## config.mk

```make
export PLATFORM = sky130hd
export DESIGN_NAME = fsync_expo_ctrl
export DESIGN_NICKNAME = d
export VERILOG_FILES = /design/src/rtl/fsx_pkg.sv /design/src/rtl/fsx_master_timing.sv /design/src/rtl/fsx_slave_sync.sv /design/src/rtl/fsx_expo_fsm.sv /design/src/rtl/fsync_expo_ctrl.sv
export SDC_FILE = /design/constraint.sdc
export NUM_CORES = 1
export LEC_CHECK = 0
export BUFFER_PORTS_ARGS = -buffer_cell sky130_fd_sc_hd__buf_2
export CAP_MARGIN = 20
export CORE_ASPECT_RATIO = 0.9
export CORE_MARGIN = 2
export CORE_UTILIZATION = 51
export CTS_CLUSTER_DIAMETER = 200
export CTS_CLUSTER_SIZE = 10
export DETAILED_ROUTE_END_ITERATION = 7
export PLACE_DENSITY_LB_ADDON = 0.05
export SYNTH_ARGS = -nofsm -noshare
export SYNTH_HDL_FRONTEND = slang
export SYNTH_SLANG_ARGS = --single-unit
```

## constraint.sdc

```tcl
create_clock -name clk -period 1.4 [get_ports clk]
set_input_delay 0.28 -clock clk [delete_from_list [all_inputs] [get_ports clk]]
set_output_delay 0.28 -clock clk [all_outputs]
set_load 0.03 [all_outputs]
```

## src/rtl/fsx_pkg.sv

```systemverilog
package fsx_pkg;

    typedef enum logic [1:0] {
        EX_IDLE  = 2'd0,
        EX_PRECH = 2'd1,
        EX_INTEG = 2'd2
    } expo_state_t;

    typedef struct packed {
        logic line;
        logic frame;
    } sync_pair_t;

    typedef struct packed {
        logic precharge;
        logic integrate;
        logic readout_start;
        logic invalid;
    } expo_flags_t;

    function automatic int unsigned cnt_w(int unsigned n);
        return (n < 2) ? 1 : $clog2(n);
    endfunction

endpackage

```

## src/rtl/fsx_master_timing.sv

```systemverilog
module fsx_master_timing
    import fsx_pkg::*;
#(
    parameter int unsigned LINE_LEN    = 16,
    parameter int unsigned HS_W        = 3,
    parameter int unsigned FRAME_LINES = 6,
    parameter int unsigned VS_LINES    = 1
) (
    input  logic       clk,
    input  logic       rst,
    input  logic       clr,
    output sync_pair_t gen
);
    localparam int unsigned HW = cnt_w(LINE_LEN);
    localparam int unsigned VW = cnt_w(FRAME_LINES);
    localparam logic [HW-1:0] H_LAST  = HW'(LINE_LEN - 1);
    localparam logic [VW-1:0] V_LAST  = VW'(FRAME_LINES - 1);
    localparam logic [HW-1:0] H_START = HW'(LINE_LEN - HS_W);
    localparam logic [VW-1:0] V_START = VW'(FRAME_LINES - VS_LINES);

    logic [HW-1:0] h_cnt;
    logic [VW-1:0] v_cnt;

    always_ff @(posedge clk) begin
        if (rst || clr) begin
            h_cnt <= '0;
            v_cnt <= '0;
        end else if (h_cnt == H_LAST) begin
            h_cnt <= '0;
            v_cnt <= (v_cnt == V_LAST) ? '0 : v_cnt + 1'b1;
        end else begin
            h_cnt <= h_cnt + 1'b1;
        end
    end

    always_comb begin
        gen.line  = (h_cnt >= H_START);
        gen.frame = (v_cnt >= V_START);
    end

endmodule

```

## src/rtl/fsx_slave_sync.sv

```systemverilog
module fsx_slave_sync
    import fsx_pkg::*;
#(
    parameter int unsigned STAGES = 2
) (
    input  logic       clk,
    input  logic       rst,
    input  logic       clr,
    input  logic       ext_hs,
    input  logic       ext_vs,
    output sync_pair_t synced
);
    logic [STAGES-1:0] hs_chain;
    logic [STAGES-1:0] vs_chain;
    logic              hs_prev;
    logic              vs_hold;

    for (genvar s = 0; s < STAGES; s++) begin : g_stage
        if (s == 0) begin : g_first
            always_ff @(posedge clk) begin
                if (rst || clr) begin
                    hs_chain[0] <= 1'b0;
                    vs_chain[0] <= 1'b0;
                end else begin
                    hs_chain[0] <= ext_hs;
                    vs_chain[0] <= ext_vs;
                end
            end
        end else begin : g_next
            always_ff @(posedge clk) begin
                if (rst || clr) begin
                    hs_chain[s] <= 1'b0;
                    vs_chain[s] <= 1'b0;
                end else begin
                    hs_chain[s] <= hs_chain[s-1];
                    vs_chain[s] <= vs_chain[s-1];
                end
            end
        end
    end

    // Frame sync is qualified by a rising edge of the synchronized line sync.
    always_ff @(posedge clk) begin
        if (rst || clr) begin
            hs_prev <= 1'b0;
            vs_hold <= 1'b0;
        end else begin
            hs_prev <= hs_chain[STAGES-1];
            if (hs_chain[STAGES-1] && !hs_prev) begin
                vs_hold <= vs_chain[STAGES-1];
            end
        end
    end

    always_comb begin
        synced.line  = hs_chain[STAGES-1];
        synced.frame = vs_hold;
    end

endmodule

```

## src/rtl/fsx_expo_fsm.sv

```systemverilog
module fsx_expo_fsm
    import fsx_pkg::*;
#(
    parameter int unsigned PRECH_CYC = 5
) (
    input  logic        clk,
    input  logic        rst,
    input  logic        clr,
    input  logic        frex,
    output expo_flags_t flags
);
    localparam int unsigned PW = cnt_w(PRECH_CYC);
    localparam logic [PW-1:0] P_LAST = PW'(PRECH_CYC - 1);

    expo_state_t   state;
    logic [PW-1:0] cnt;
    logic          ro_q;
    logic          inv_q;

    always_ff @(posedge clk) begin
        if (rst || clr) begin
            state <= EX_IDLE;
            cnt   <= '0;
            ro_q  <= 1'b0;
            inv_q <= 1'b0;
        end else begin
            ro_q  <= 1'b0;
            inv_q <= 1'b0;
            unique case (state)
                EX_IDLE: begin
                    cnt <= '0;
                    if (frex) begin
                        state <= EX_PRECH;
                    end
                end
                EX_PRECH: begin
                    if (!frex) begin
                        state <= EX_IDLE;
                        inv_q <= 1'b1;
                    end else if (cnt == P_LAST) begin
                        state <= EX_INTEG;
                    end else begin
                        cnt <= cnt + 1'b1;
                    end
                end
                EX_INTEG: begin
                    if (!frex) begin
                        state <= EX_IDLE;
                        ro_q  <= 1'b1;
                    end
                end
                default: state <= EX_IDLE;
            endcase
        end
    end

    always_comb begin
        flags.precharge     = (state == EX_PRECH);
        flags.integrate     = (state == EX_INTEG);
        flags.readout_start = ro_q;
        flags.invalid       = inv_q;
    end

endmodule

```

## src/rtl/fsync_expo_ctrl.sv

```systemverilog
module fsync_expo_ctrl
    import fsx_pkg::*;
#(
    parameter int unsigned LINE_LEN    = 16,
    parameter int unsigned HS_W        = 3,
    parameter int unsigned FRAME_LINES = 6,
    parameter int unsigned VS_LINES    = 1,
    parameter int unsigned SYNC_STAGES = 2,
    parameter int unsigned PRECH_CYC   = 5
) (
    input  logic clk,
    input  logic rst,
    input  logic cfg_wr_i,
    input  logic cfg_slave_i,
    input  logic soft_rst_i,
    input  logic pwdn_i,
    input  logic ext_hsync_i,
    input  logic ext_vsync_i,
    input  logic frex_i,
    output logic hsync_o,
    output logic hsync_oe,
    output logic vsync_o,
    output logic vsync_oe,
    output logic line_sync_o,
    output logic frame_sync_o,
    output logic precharge_o,
    output logic integrate_o,
    output logic readout_start_o,
    output logic expo_invalid_o
);
    logic        slave_q;
    sync_pair_t  gen_sync;
    sync_pair_t  ext_sync;
    sync_pair_t  sel_sync;
    expo_flags_t expo;

    always_ff @(posedge clk) begin
        if (rst || soft_rst_i) begin
            slave_q <= 1'b0;
        end else if (cfg_wr_i) begin
            slave_q <= cfg_slave_i;
        end
    end

    fsx_master_timing #(
        .LINE_LEN    (LINE_LEN),
        .HS_W        (HS_W),
        .FRAME_LINES (FRAME_LINES),
        .VS_LINES    (VS_LINES)
    ) u_master (
        .clk (clk),
        .rst (rst),
        .clr (pwdn_i),
        .gen (gen_sync)
    );

    fsx_slave_sync #(
        .STAGES (SYNC_STAGES)
    ) u_slave (
        .clk    (clk),
        .rst    (rst),
        .clr    (pwdn_i),
        .ext_hs (ext_hsync_i),
        .ext_vs (ext_vsync_i),
        .synced (ext_sync)
    );

    fsx_expo_fsm #(
        .PRECH_CYC (PRECH_CYC)
    ) u_expo (
        .clk   (clk),
        .rst   (rst),
        .clr   (pwdn_i),
        .frex  (frex_i),
        .flags (expo)
    );

    always_comb begin
        sel_sync        = slave_q ? ext_sync : gen_sync;
        hsync_o         = gen_sync.line;
        vsync_o         = gen_sync.frame;
        hsync_oe        = !slave_q;
        vsync_oe        = !slave_q;
        line_sync_o     = sel_sync.line;
        frame_sync_o    = sel_sync.frame;
        precharge_o     = expo.precharge;
        integrate_o     = expo.integrate;
        readout_start_o = expo.readout_start;
        expo_invalid_o  = expo.invalid;
    end

endmodule

```

After elaboration in Yosys (flattened, before gate mapping)
Index checks and enable logic that the tools add are counted.
- logic and storage cells: 53
- input bits: 9
- output and inout port bits: 10
- register bits after elaboration: 21
- magnitude comparators: 2
- reduce and logical (&&, ||, !) cells: 12
- multiplexer cells: 11
- bitwise gates (word level): 2
- equal/unequal tests: 10
- add/subtract/negate cells: 3
- operators by type and width (kind ; count):
    2-bit 2-to-1 mux ; 5
    3-bit 2-to-1 mux ; 3
    2-bit != test, second input constant ; 4
    3-bit by 1-bit adder with 3-bit output, second input constant ; 2
    3-bit equality test, second input constant ; 2
    2-bit one-hot mux with 3 select lines ; 1
    3-bit one-hot mux with 2 select lines ; 1
    3-bit AND reduction ; 2
    2-bit OR reduction ; 3
    4-bit by 1-bit adder with 4-bit output, second input constant ; 1
    4-bit equality test, second input constant ; 1
    4-bit >= comparator, second input constant ; 1
    3-bit >= comparator, second input constant ; 1
    3-bit by 2-bit != test with 1-bit output, second input constant ; 1
    2-bit by 1-bit equality test with 1-bit output, second input constant ; 1
    2-bit equality test, second input constant ; 1
    1-bit logical NOT ; 2
    2-bit logical NOT ; 1
    1-bit logical OR ; 2
    1-bit inverter ; 2
    2-bit nonzero test ; 1
    1-bit logical AND ; 1
    1-bit 2-to-1 mux ; 1

Depth between registers and ports, before layout
Gate-level depths: netlist (run 1).
- word-level depth: 4
- gate-level depth with buffers: 5

Hierarchy
From an unflattened synthesis (run 1), not the netlist that was laid out.
- cells, all modules: 97
- area total of the unflattened synthesis: 935.9 um^2
- by module, submodules not included (module ; times used ; area each (um^2) ; cells each):
    fsx_expo_fsm ; 1 ; 339.1 ; 37
    fsx_master_timing ; 1 ; 322.8 ; 36
    fsx_slave_sync ; 1 ; 205.2 ; 17
    fsync_expo_ctrl ; 1 ; 68.8 ; 7

Worst setup path after synthesis (run 1)
Ideal clock, no wire load.
- path kind: reg-to-output
- start point: register u_master.h_cnt[0]
- end point: output line_sync_o
- buffers on the path: 0
- arrival time: 1.499 ns
- data required time: 1.120 ns
- path slack: -0.379 ns
- cell stages (with the launch flop): 5
- cells stage by stage: dfxtp_1 inv_1 ha_1 a21oi_1 mux2_2
- cells in the longest elaborated chain, start to end: 2
- RTL lines (what ; RTL line ; source):
    from (decl) ; fsx_master_timing.sv:21 ; logic [HW-1:0] h_cnt;
    from (signal assigned) ; fsx_master_timing.sv:32 ; h_cnt <= h_cnt + 1'b1;
    4-bit >= comparator ; fsx_master_timing.sv:37 ; gen.line = (h_cnt >= H_START);
    net hsync_o ; fsync_expo_ctrl.sv:20 ; output logic hsync_o,
    2-bit 2-to-1 mux ; fsync_expo_ctrl.sv:79 ; sel_sync = slave_q ? ext_sync : gen_sync;
    to (decl) ; fsync_expo_ctrl.sv:24 ; output logic line_sync_o,
The timed path passes the listed nets, and every way through them passes these cells.

Worst setup path after layout (run 1)
- start point: register u_master.h_cnt[1]
- end point: output line_sync_o
- cells in the longest elaborated chain, start to end: 2
- RTL lines (what ; RTL line):
    4-bit >= comparator ; fsx_master_timing.sv:37
    2-bit 2-to-1 mux ; fsync_expo_ctrl.sv:79
Every way passes these cells.

==> results of run 1 <==
==> worst reg2reg max path: stages (launching register included) <==
cell,delay (ns)
dfxtp_2,0.37
buf_4,0.10
buf_4,0.09
ha_2,0.16
nand4_1,0.13
or3b_1,0.38
a21oi_1,0.12
==> registers in the layout (all words and copies together) (netlist names) <==
name / cells
u_master.h_cnt: 4
u_slave.hs_prev: 1
u_expo.inv_q: 1
u_slave.vs_chain: 2
u_slave.vs_hold: 1
u_expo.cnt: 3
slave_q: 1
u_expo.state: 2
u_master.v_cnt: 3
u_expo.ro_q: 1
u_slave.synced: 1
u_slave.hs_chain: 1
==> metal layers <==
layer  up-vias  track usage [%]  part of all wire [%]
met5         -                0                     0
met3         2             5.00                   3.9
met1       324             23.7                    47
li1        386                -                     -
met2        14             24.0                    48
met4         0             9.73                   1.2
==> logic make-up after synthesis <==
logic type | synth area share (%)
compound gates | 10.5
simple gates | 23.8
fa+ha+maj | 7.12
flops | 47.9
xor+xnor | 1.99
mux | 3.56
buf+inv | 5.13
==> power groups by stage <==
stage | Combinational (W) | Sequential, W | Clock (W)
after floorplan | 0.0000405 | 0.000626 | 0
after global placement | 0.0000671 | 0.000626 | 0
after detailed placement | 0.0000691 | 0.000627 | 0
after CTS | 0.0000755 | 0.000615 | 0.000307
after global routing | 0.0000885 | 0.000614 | 0.000326
final | 0.0000808 | 0.000613 | 0.000283
==> how the worst min path moves through the flow <==
stage	startpoint	to	slack, ns	cells after the start
floorplan	frex_i	u_expo.inv_q	0.36	1
global placement	u_slave.hs_chain[0]	u_slave.synced[1]	0.41	1
detailed placement	u_slave.hs_chain[0]	u_slave.synced[1]	0.41	1
CTS	soft_rst_i	slave_q	0.11	2
global route	soft_rst_i	slave_q	0.12	2
finish	soft_rst_i	slave_q	0.13	2
==> through the flow <==
stage / setup slack, ns / power (W) / hold slack [ns] / std cells
floorplan: 0.0269 / 0.000666 / 0.356 / 96
global placement: 0.0312 / 0.000693 / 0.409 / 140
detailed placement: 0.00489 / 0.000696 / 0.414 / 140
CTS: -0.250 / 0.000997 / 0.112 / 146
global route: -0.284 / 0.00103 / 0.120 / 149
finish: -0.233 / 0.000977 / 0.131 / 149
==> synthesized netlist by cell type, drive strengths merged (2+ instances only) <==
cell type	number
nor3	3
nor2	4
a21oi	7
dfxtp	21
ha	5
nand4	2
nand2	9
and3	2
a31oi	3
nor2b	2
mux2i	2
nand3	5
and2	5
inv	9
==> area by class of cell <==
type	count	share of cell area, %
inverters	9	3.14
clock buffers	4	2.27
repair buffers	27	15.1
flip-flops and latches	21	37.3
well taps	24	2.59
multi-input cells	64	39.6
==> layout by cell type (no fill, tap or decap), drive strengths merged <==
master | Yosys | final
nor2 | 4 | 4
nor2b | 2 | 2
nor3 | 3 | 3
dfxtp | 21 | 21
nand3 | 5 | 5
a21oi | 7 | 7
nand2 | 9 | 9
or2 | 1 | 1
or4 | 1 | 1
o21ai | 1 | 1
xnor2 | 1 | 1
inv | 9 | 9
nand4b | 1 | 1
nand2b | 1 | 1
mux2 | 1 | 1
nor3b | 1 | 1
a21boi | 1 | 1
nand4 | 2 | 2
and2 | 5 | 5
a21bo | 1 | 1
ha | 5 | 5
clkbuf | 1 | 4
o21a | 1 | 1
xor2 | 1 | 1
and3 | 2 | 2
or3b | 1 | 1
or3 | 1 | 1
buf | 1 | 27
a311oi | 1 | 1
mux2i | 2 | 2
a31oi | 3 | 3
==> repair_timing <==
action,4_1_cts,5_1_grt
cloned,0,0
setup endpoints to repair,5,10
pin swaps,2,3
gates resized for setup,16,9
buffers inserted,2,3
==> results.json, run 1 <==
{
  "firstDrtPassIters": 4,
  "via_per_inst": 4.87,
  "cp_max_fo": 3,
  "pwr_density_cell_nw_per_um2": 844,
  "start_util_pct": 53.3,
  "cp.buffers_inverters": 3,
  "cp_num_cells": 6,
  "cpPeakStageDelay_ns": 0.37,
  "place_area_um2": 1040,
  "io_buffers": 18,
  "drive_gt1_share_pct": 39.2,
  "regToRegSetupSlack_ns": -0.02,
  "regToRegStartpoint": "u_master.h_cnt[1]",
  "rows": 14,
  "end_kind": "output port",
  "rsz0062_at_grt": "true",
  "utilization_pct": 70.3,
  "switching_power_w": 0.000221,
  "die-area_um2": 2070,
  "setup_viol_count_final": 3,
  "dr_total_vias": 726,
  "htree_levels": 1,
  "cts_tree": "built",
  "drt_iter0_drc": 17,
  "pwr-share-comb_pct": 8.3,
  "seqCellArea_um2": 432,
  "required_ns": 1.12,
  "peakVddDrop_uv": 674,
  "n_antenna_cell": 0,
  "route.detailed.drc": 0,
  "reg2reg_to": "u_master.v_cnt[2]",
  "synthArstFlopShare_pct": 0,
  "cp_top_family": "flip-flops",
  "critPathArrivalTime_ns": 1.35,
  "place.gp.congestion": 0.799,
  "p_clk_share_pct": 29.0,
  "avgSynthCellArea_um2": 9.15,
  "period_needed_ns": 1.63,
  "syn_nets": 110,
  "maxSlewViolCount": 0,
  "nets": 140,
  "antenna_found_initial": 0,
  "die_h_um": 43.4,
  "synth_area_um2": 878,
  "max-cap-violations": 0,
  "crit_end": "line_sync_o",
  "critPathSlowestCell": "dfxtp_2",
  "fin_tns_setup_ns": -0.410,
  "synth_top_area_cell": "dfxtp_1",
  "grt_pass1_vias": 582,
  "yosys_warnings": 0,
  "path_cells": "inv_4 -> ha_4 -> inv_2 -> a21oi_4 -> mux2_4 -> buf_6",
  "period_share_pct": 117,
  "clock_skew_ns": 0.00812,
  "yosys-top-cells-area": "dfxtp_1 48%, ha_1 7.1%, a21oi_1 4.0%",
  "switching_share_pct": 22.6,
  "cts.sinks": 21,
  "clockRootBuffer": "clkbuf_4",
  "wire_per_inst_um": 10.9,
  "min_path_type": "in -> reg",
  "synth_edf_count": 0,
  "clkTransAtPathRegs_ns": 0.11,
  "cts_buffers": 3,
  "status": "complete, but fails checks",
  "core_um2": 1650,
  "synthCells": 96,
  "grt-ovfl-total": 0,
  "insertion_delay_ns": 0.30,
  "maxSlewHeadroom_pct": 85.2,
  "setup_slack_ns": -0.233,
  "tightest_slew_ns": 0.222,
  "drt-total-wl_um": 1620,
  "critical_path_class": "reg -> out",
  "internal_power_w": 0.000756,
  "grt_start_max_net_pins": 12,
  "synth_seq_cells": 21,
  "cp-startpoint": "u_master.h_cnt[1]",
  "r2r_cells": 6,
  "syn2layout_area_growth_pct": 31.8,
  "postCtsHoldBufs": 0,
  "io_pins": 19,
  "clk_path_buf_depth": 2,
  "violations": "setup timing",
  "dp_hpwl_um": 1180,
  "seqPwrFrac_pct": 62.7,
  "max_freq_mhz": 612,
  "design_area_um2": 1160,
  "detail-route-antenna-nets": 0,
  "multi_input_area_um2": 458,
  "grt_usage_pct": 17.3,
  "synth_ff_type": "dfxtp_1",
  "fillCellCount": 154,
  "leakage_nw": 0.477,
  "synth.top_cell.area_share_pct": 47.9,
  "die_w_um": 47.7,
  "yosysSeqAreaShare_pct": 47.9,
  "grt_pass1_wl_um": 2460,
  "critPathLaunchType": "flip-flop",
  "synth.distinct_cells": 32,
  "hold_viol_final": 0
}
(Power assumes the default switching activity.)
==> run 2: changes to the inputs <==
MAX_ROUTING_LAYER = met4   (was not set)
==> results.json, run 2 (synthesis gave the netlist of run 1 again) <==
{
  "reg_top3": "u_master.h_cnt: 4 flops, u_expo.cnt: 3 flops, u_master.v_cnt: 3 flops",
  "largest-register": "u_master.h_cnt",
  "route.detailed.drc": 0,
  "start_util_pct": 53.3,
  "insertion_delay_ns": 0.30,
  "n_antenna_cell": 0,
  "firstDrtPassIters": 4,
  "grt_start_max_net_pins": 12,
  "wire_per_inst_um": 10.8,
  "regToRegStartpoint": "u_master.h_cnt[1]",
  "hold_start": "soft_rst_i",
  "io_pins": 19,
  "via_per_inst": 4.88,
  "critPathSlowestCell": "dfxtp_2",
  "cpPeakStageDelay_ns": 0.37,
  "maxSlewHeadroom_pct": 85.2,
  "place.gp.congestion": 0.811,
  "drive_gt1_share_pct": 39.2,
  "clock_skew_ns": 0.00605,
  "cts_buffers": 3,
  "cts_tree": "built",
  "tightest_slew_ns": 0.222,
  "rows": 14,
  "antenna_found_initial": 0,
  "cts.sinks": 21,
  "min_path_type": "in -> reg",
  "hold_viol_final": 0,
  "die-area_um2": 2070,
  "max-cap-violations": 0,
  "place_area_um2": 1040,
  "setup_slack_ns": -0.230,
  "place_ws_ns": 0.00489,
  "grt_pass1_vias": 583,
  "pwr-share-comb_pct": 8.3,
  "drt_iter0_drc": 18,
  "layout_common_cells": "14 x buf_2, 14 x dfxtp_1, 11 x buf_4, 9 x nand2_1",
  "peakVddDrop_uv": 667,
  "die_h_um": 43.4,
  "clockRootBuffer": "clkbuf_4",
  "path_cells": "inv_4 -> ha_4 -> inv_2 -> a21oi_4 -> mux2_4 -> buf_6",
  "period_share_pct": 116,
  "detail-route-antenna-nets": 0,
  "cp_max_fo": 3,
  "grt_pass1_wl_um": 2460,
  "end_kind": "output port",
  "violations": "setup timing",
  "max_freq_mhz": 614,
  "cp.buffers_inverters": 3,
  "io_buffers": 18,
  "htree_levels": 1,
  "maxSlewViolCount": 0,
  "critPathArrivalTime_ns": 1.35,
  "period_needed_ns": 1.63,
  "pwr_density_cell_nw_per_um2": 842,
  "grt_usage_pct": 17.8,
  "internal_power_w": 0.000756,
  "switching_share_pct": 22.4,
  "clk_path_buf_depth": 2,
  "p_total_w": 0.000974,
  "critical_path_class": "reg -> out",
  "setup_viol_count_final": 3,
  "seqPwrFrac_pct": 62.9,
  "cp-startpoint": "u_master.h_cnt[1]",
  "postCtsHoldBufs": 0,
  "required_ns": 1.12,
  "drt-total-wl_um": 1610,
  "nets": 140,
  "design_area_um2": 1160,
  "critPathLaunchType": "flip-flop",
  "die_w_um": 47.7,
  "clkTransAtPathRegs_ns": 0.11,
  "switching_power_w": 0.000218,
  "dr_total_vias": 727,
  "cp_top_family": "flip-flops",
  "largest_reg_flops": 4,
  "syn2layout_area_growth_pct": 31.8,
  "rsz0062_at_grt": "true",
  "grt-ovfl-total": 0,
  "holdWs_ns": 0.131,
  "dp_hpwl_um": 1180,
  "core_um2": 1650,
  "status": "complete, but fails checks",
  "fillCellCount": 154,
  "leakage_nw": 0.477,
  "p_clk_share_pct": 28.8
}
run 2: cell counts in the layout (fill, tap and decap cells not counted):
Identical to the previous run, type by type.
run 2: per-layer routing:
metal	GRT usage, %	routed length (µm)	up-vias
li1	-	-	386
met1	23.7	766	325
met2	24.0	760	14
met3	5.00	64	2
met4	9.73	17	0
met5	-	0	-
run 2: worst paths after layout:
kind                            cells after the start                 to  slack, ns
worst min-delay path                                2            slave_q       0.13
worst max-delay path                                6        line_sync_o      -0.23
worst max register to register                      6  u_master.v_cnt[2]      -0.02
worst min register to register                      1  u_slave.synced[1]       0.44
run 2: area by class of cell:
type | instances | area [µm²] | share of cell area (%)
Multi-Input combinational cell | 64 | 458 | 39.6
Sequential cell | 21 | 432 | 37.3
Tap cell | 24 | 30.0 | 2.59
Inverter | 9 | 36.3 | 3.14
Timing Repair Buffer | 27 | 175 | 15.1
Clock buffer | 4 | 26.3 | 2.27
run 2: power groups by stage:
stage / clock network, W / registers, W / logic, W
floorplan: 0 / 0.000626 / 0.0000405
global placement: 0 / 0.000626 / 0.0000671
detailed placement: 0 / 0.000627 / 0.0000691
CTS: 0.000307 / 0.000615 / 0.0000755
global route: 0.000326 / 0.000614 / 0.0000885
finish: 0.000281 / 0.000613 / 0.0000807
run 2: what timing repair did:
item                       4_1_cts  5_1_grt
setup endpoints to repair        5       10
pin swaps                        2        3
setup buffers                    2        3
gates resized for setup         16        9
run 2: through the flow:
stage / instances / util (%) / TNS [ns]
after floorplan: 96 / - / 0
after global placement: 140 / 62.9 / 0
after detailed placement: 140 / 62.9 / 0
after global routing: 149 / 70.3 / -0.716
final: 149 / 70.3 / -0.400
after CTS: 146 / 68.0 / -0.428
==> run 3: changes to the inputs <==
CORE_UTILIZATION = 52   (was 51)
SKIP_LAST_GASP = 1   (was not set)
SYNTH_HIERARCHICAL = 1   (was not set)
==> results.json, run 3 <==
{
  "min_path_type": "in -> reg",
  "place_area_um2": 1070,
  "drive_gt1_share_pct": 48.0,
  "grt_start_max_net_pins": 12,
  "setup_viol_count_final": 3,
  "n_antenna_cell": 0,
  "regToRegStartpoint": "u_master/h_cnt[1]",
  "detail-route-antenna-nets": 0,
  "drt_iter0_drc": 18,
  "dr_total_vias": 748,
  "largest-register": "u_master/h_cnt",
  "grt-ovfl-total": 0,
  "avgSynthCellArea_um2": 9.65,
  "cts_tree": "built",
  "postCtsHoldBufs": 0,
  "hold_start": "soft_rst_i",
  "setup_slack_ns": -0.260,
  "end_kind": "output port",
  "place_ws_ns": -0.0212,
  "synthArstFlopShare_pct": 0,
  "tightest_slew_ns": 0.234,
  "synth_edf_count": 0,
  "synthCells": 97,
  "synth.top_cell.area_share_pct": 44.9,
  "status": "complete, but fails checks",
  "core_um2": 1680,
  "ys_top_cells_by_count": "21 x dfxtp_1, 7 x a21oi_1, 6 x nor2_1",
  "critPathArrivalTime_ns": 1.38,
  "cts.sinks": 21,
  "holdWs_ns": 0.124,
  "clk_path_buf_depth": 2,
  "critical_path_class": "reg -> out",
  "via_per_inst": 5.09,
  "pwr_density_cell_nw_per_um2": 817,
  "antenna_found_initial": 0,
  "clkTransAtPathRegs_ns": 0.11,
  "period_needed_ns": 1.66,
  "yosys_warnings": 6,
  "insertion_delay_ns": 0.30,
  "grt_usage_pct": 18.2,
  "largest_reg_flops": 4,
  "rows": 14,
  "wire_per_inst_um": 12.4,
  "yosysSeqAreaShare_pct": 44.9,
  "grt_pass1_vias": 653,
  "maxSlewHeadroom_pct": 84.2,
  "route.detailed.drc": 0,
  "die_w_um": 48.7,
  "drt-total-wl_um": 1820,
  "nets": 138,
  "syn_nets": 111,
  "violations": "setup timing",
  "max-cap-violations": 0,
  "synth_top_area_cell": "dfxtp_1",
  "period_share_pct": 119,
  "clock_skew_ns": 0.00535,
  "htree_levels": 1,
  "io_pins": 19,
  "clockRootBuffer": "clkbuf_4",
  "firstDrtPassIters": 4,
  "reg_top3": "u_master/h_cnt: 4 flops, u_expo/cnt: 3 flops, u_master/v_cnt: 3 flops",
  "max_freq_mhz": 602,
  "synth_area_um2": 936,
  "hold_viol_final": 0,
  "dp_hpwl_um": 1250,
  "die_h_um": 44.2,
  "design_area_um2": 1200,
  "place.gp.congestion": 0.904,
  "synth.most_common_cell": "dfxtp_1",
  "cts_buffers": 3,
  "synth_ff_type": "dfxtp_1",
  "layout_common_cells": "14 x buf_2, 14 x dfxtp_1, 10 x buf_4, 7 x dfxtp_2, 6 x nor2_1",
  "die-area_um2": 2160,
  "critPathLaunchType": "flip-flop",
  "leakage_nw": 0.503,
  "io_buffers": 18,
  "cp_max_fo": 3,
  "required_ns": 1.12,
  "cp-startpoint": "u_master/h_cnt[1]",
  "rsz0062_at_grt": "true",
  "yosys-top-cells-area": "dfxtp_1 45%, ha_1 6.7%, buf_4 4.0%",
  "grt_pass1_wl_um": 2790,
  "synth_seq_cells": 21,
  "start_util_pct": 55.7,
  "peakVddDrop_uv": 769,
  "synth.distinct_cells": 33,
  "syn2layout_area_growth_pct": 28.3,
  "maxSlewViolCount": 0
}
## run 3: cell count changes in the layout (fill, tap and decap cells not counted), moves of 2 or more
cell / delta
a31oi_1: -3
and3_1: +2
nor2b_4: +2
nor2_1: +2
nand2_1: -6
inv_1: -3
nand3_1: -3
inv_2: +2
a211o_1: +2
## run 3: area by class of cell
cell class              count  area, µm²
repair buffers             27        179
fillers                   134        480
multi-input cells          62        498
inverters                   9       38.8
flip-flops and latches     21        429
clock buffers               4       26.3
well taps                  24       30.0
## run 3: path summary, 6_finish.rpt
kind | endpoint | slack [ns] | depth (start not counted)
setup reg to reg | u_master/v_cnt[1] | 0.03 | 5
hold / removal | slave_q | 0.12 | 2
hold reg to reg | u_slave/vs_chain[1] | 0.44 | 1
setup / recovery | line_sync_o | -0.26 | 6
## run 3: metal layers
layer | routed length [µm] | share of wire [%] | up-vias | global-route usage, %
met3 | 102 | 5.6 | 4 | 6.08
met5 | 0 | 0 | - | -
li1 | - | - | 380 | -
met2 | 855 | 47 | 24 | 27.9
met1 | 838 | 46 | 340 | 22.4
met4 | 23 | 1.3 | 0 | 6.86
## run 3: kinds of logic after synthesis
kind of cell               Yosys count  synth area share (%)
AOI/OAI and AO/OA                   13                  8.42
xor gates and xnor gates             2                  1.87
adders and majority gates            5                  6.68
buffers and inverters               14                  7.62
DFF                                 21                  44.9
muxes                                4                  4.55
and+or+nand+nor                     38                  25.9
## run 3: timing repair
item | 4_1_cts | 5_1_grt
gates cloned | 0 | 0
pin swaps | 2 | 2
endpoints found under the setup margin | 4 | 8
resized for setup | 15 | 11
setup buffers | 2 | 2
## run 3: report_power, final
part           switching (W)  total [W]  internal, W
clock network       0.000170   0.000282     0.000111
registers         0.00000849   0.000615     0.000607
logic              0.0000459  0.0000846    0.0000387
total               0.000225   0.000981     0.000757
## run 3: worst max-delay path, stage by stage (launching register included)
cell,delay (ns)
dfxtp_2,0.37
inv_4,0.05
ha_4,0.16
inv_4,0.05
a21oi_4,0.04
mux2_4,0.27
buf_6,0.14
## run 3: metrics by stage
stage          setup TNS, ns  instances  power [W]  utilization, %
6_report              -0.568        147   0.000981            71.4
5_1_grt               -0.800        147    0.00103            71.4
4_1_cts               -0.616        145   0.000987            68.3
3_5_place_dp         -0.0212        139   0.000701            63.8
3_3_place_gp               0        139   0.000698            63.8
2_1_floorplan              0         97   0.000669               -
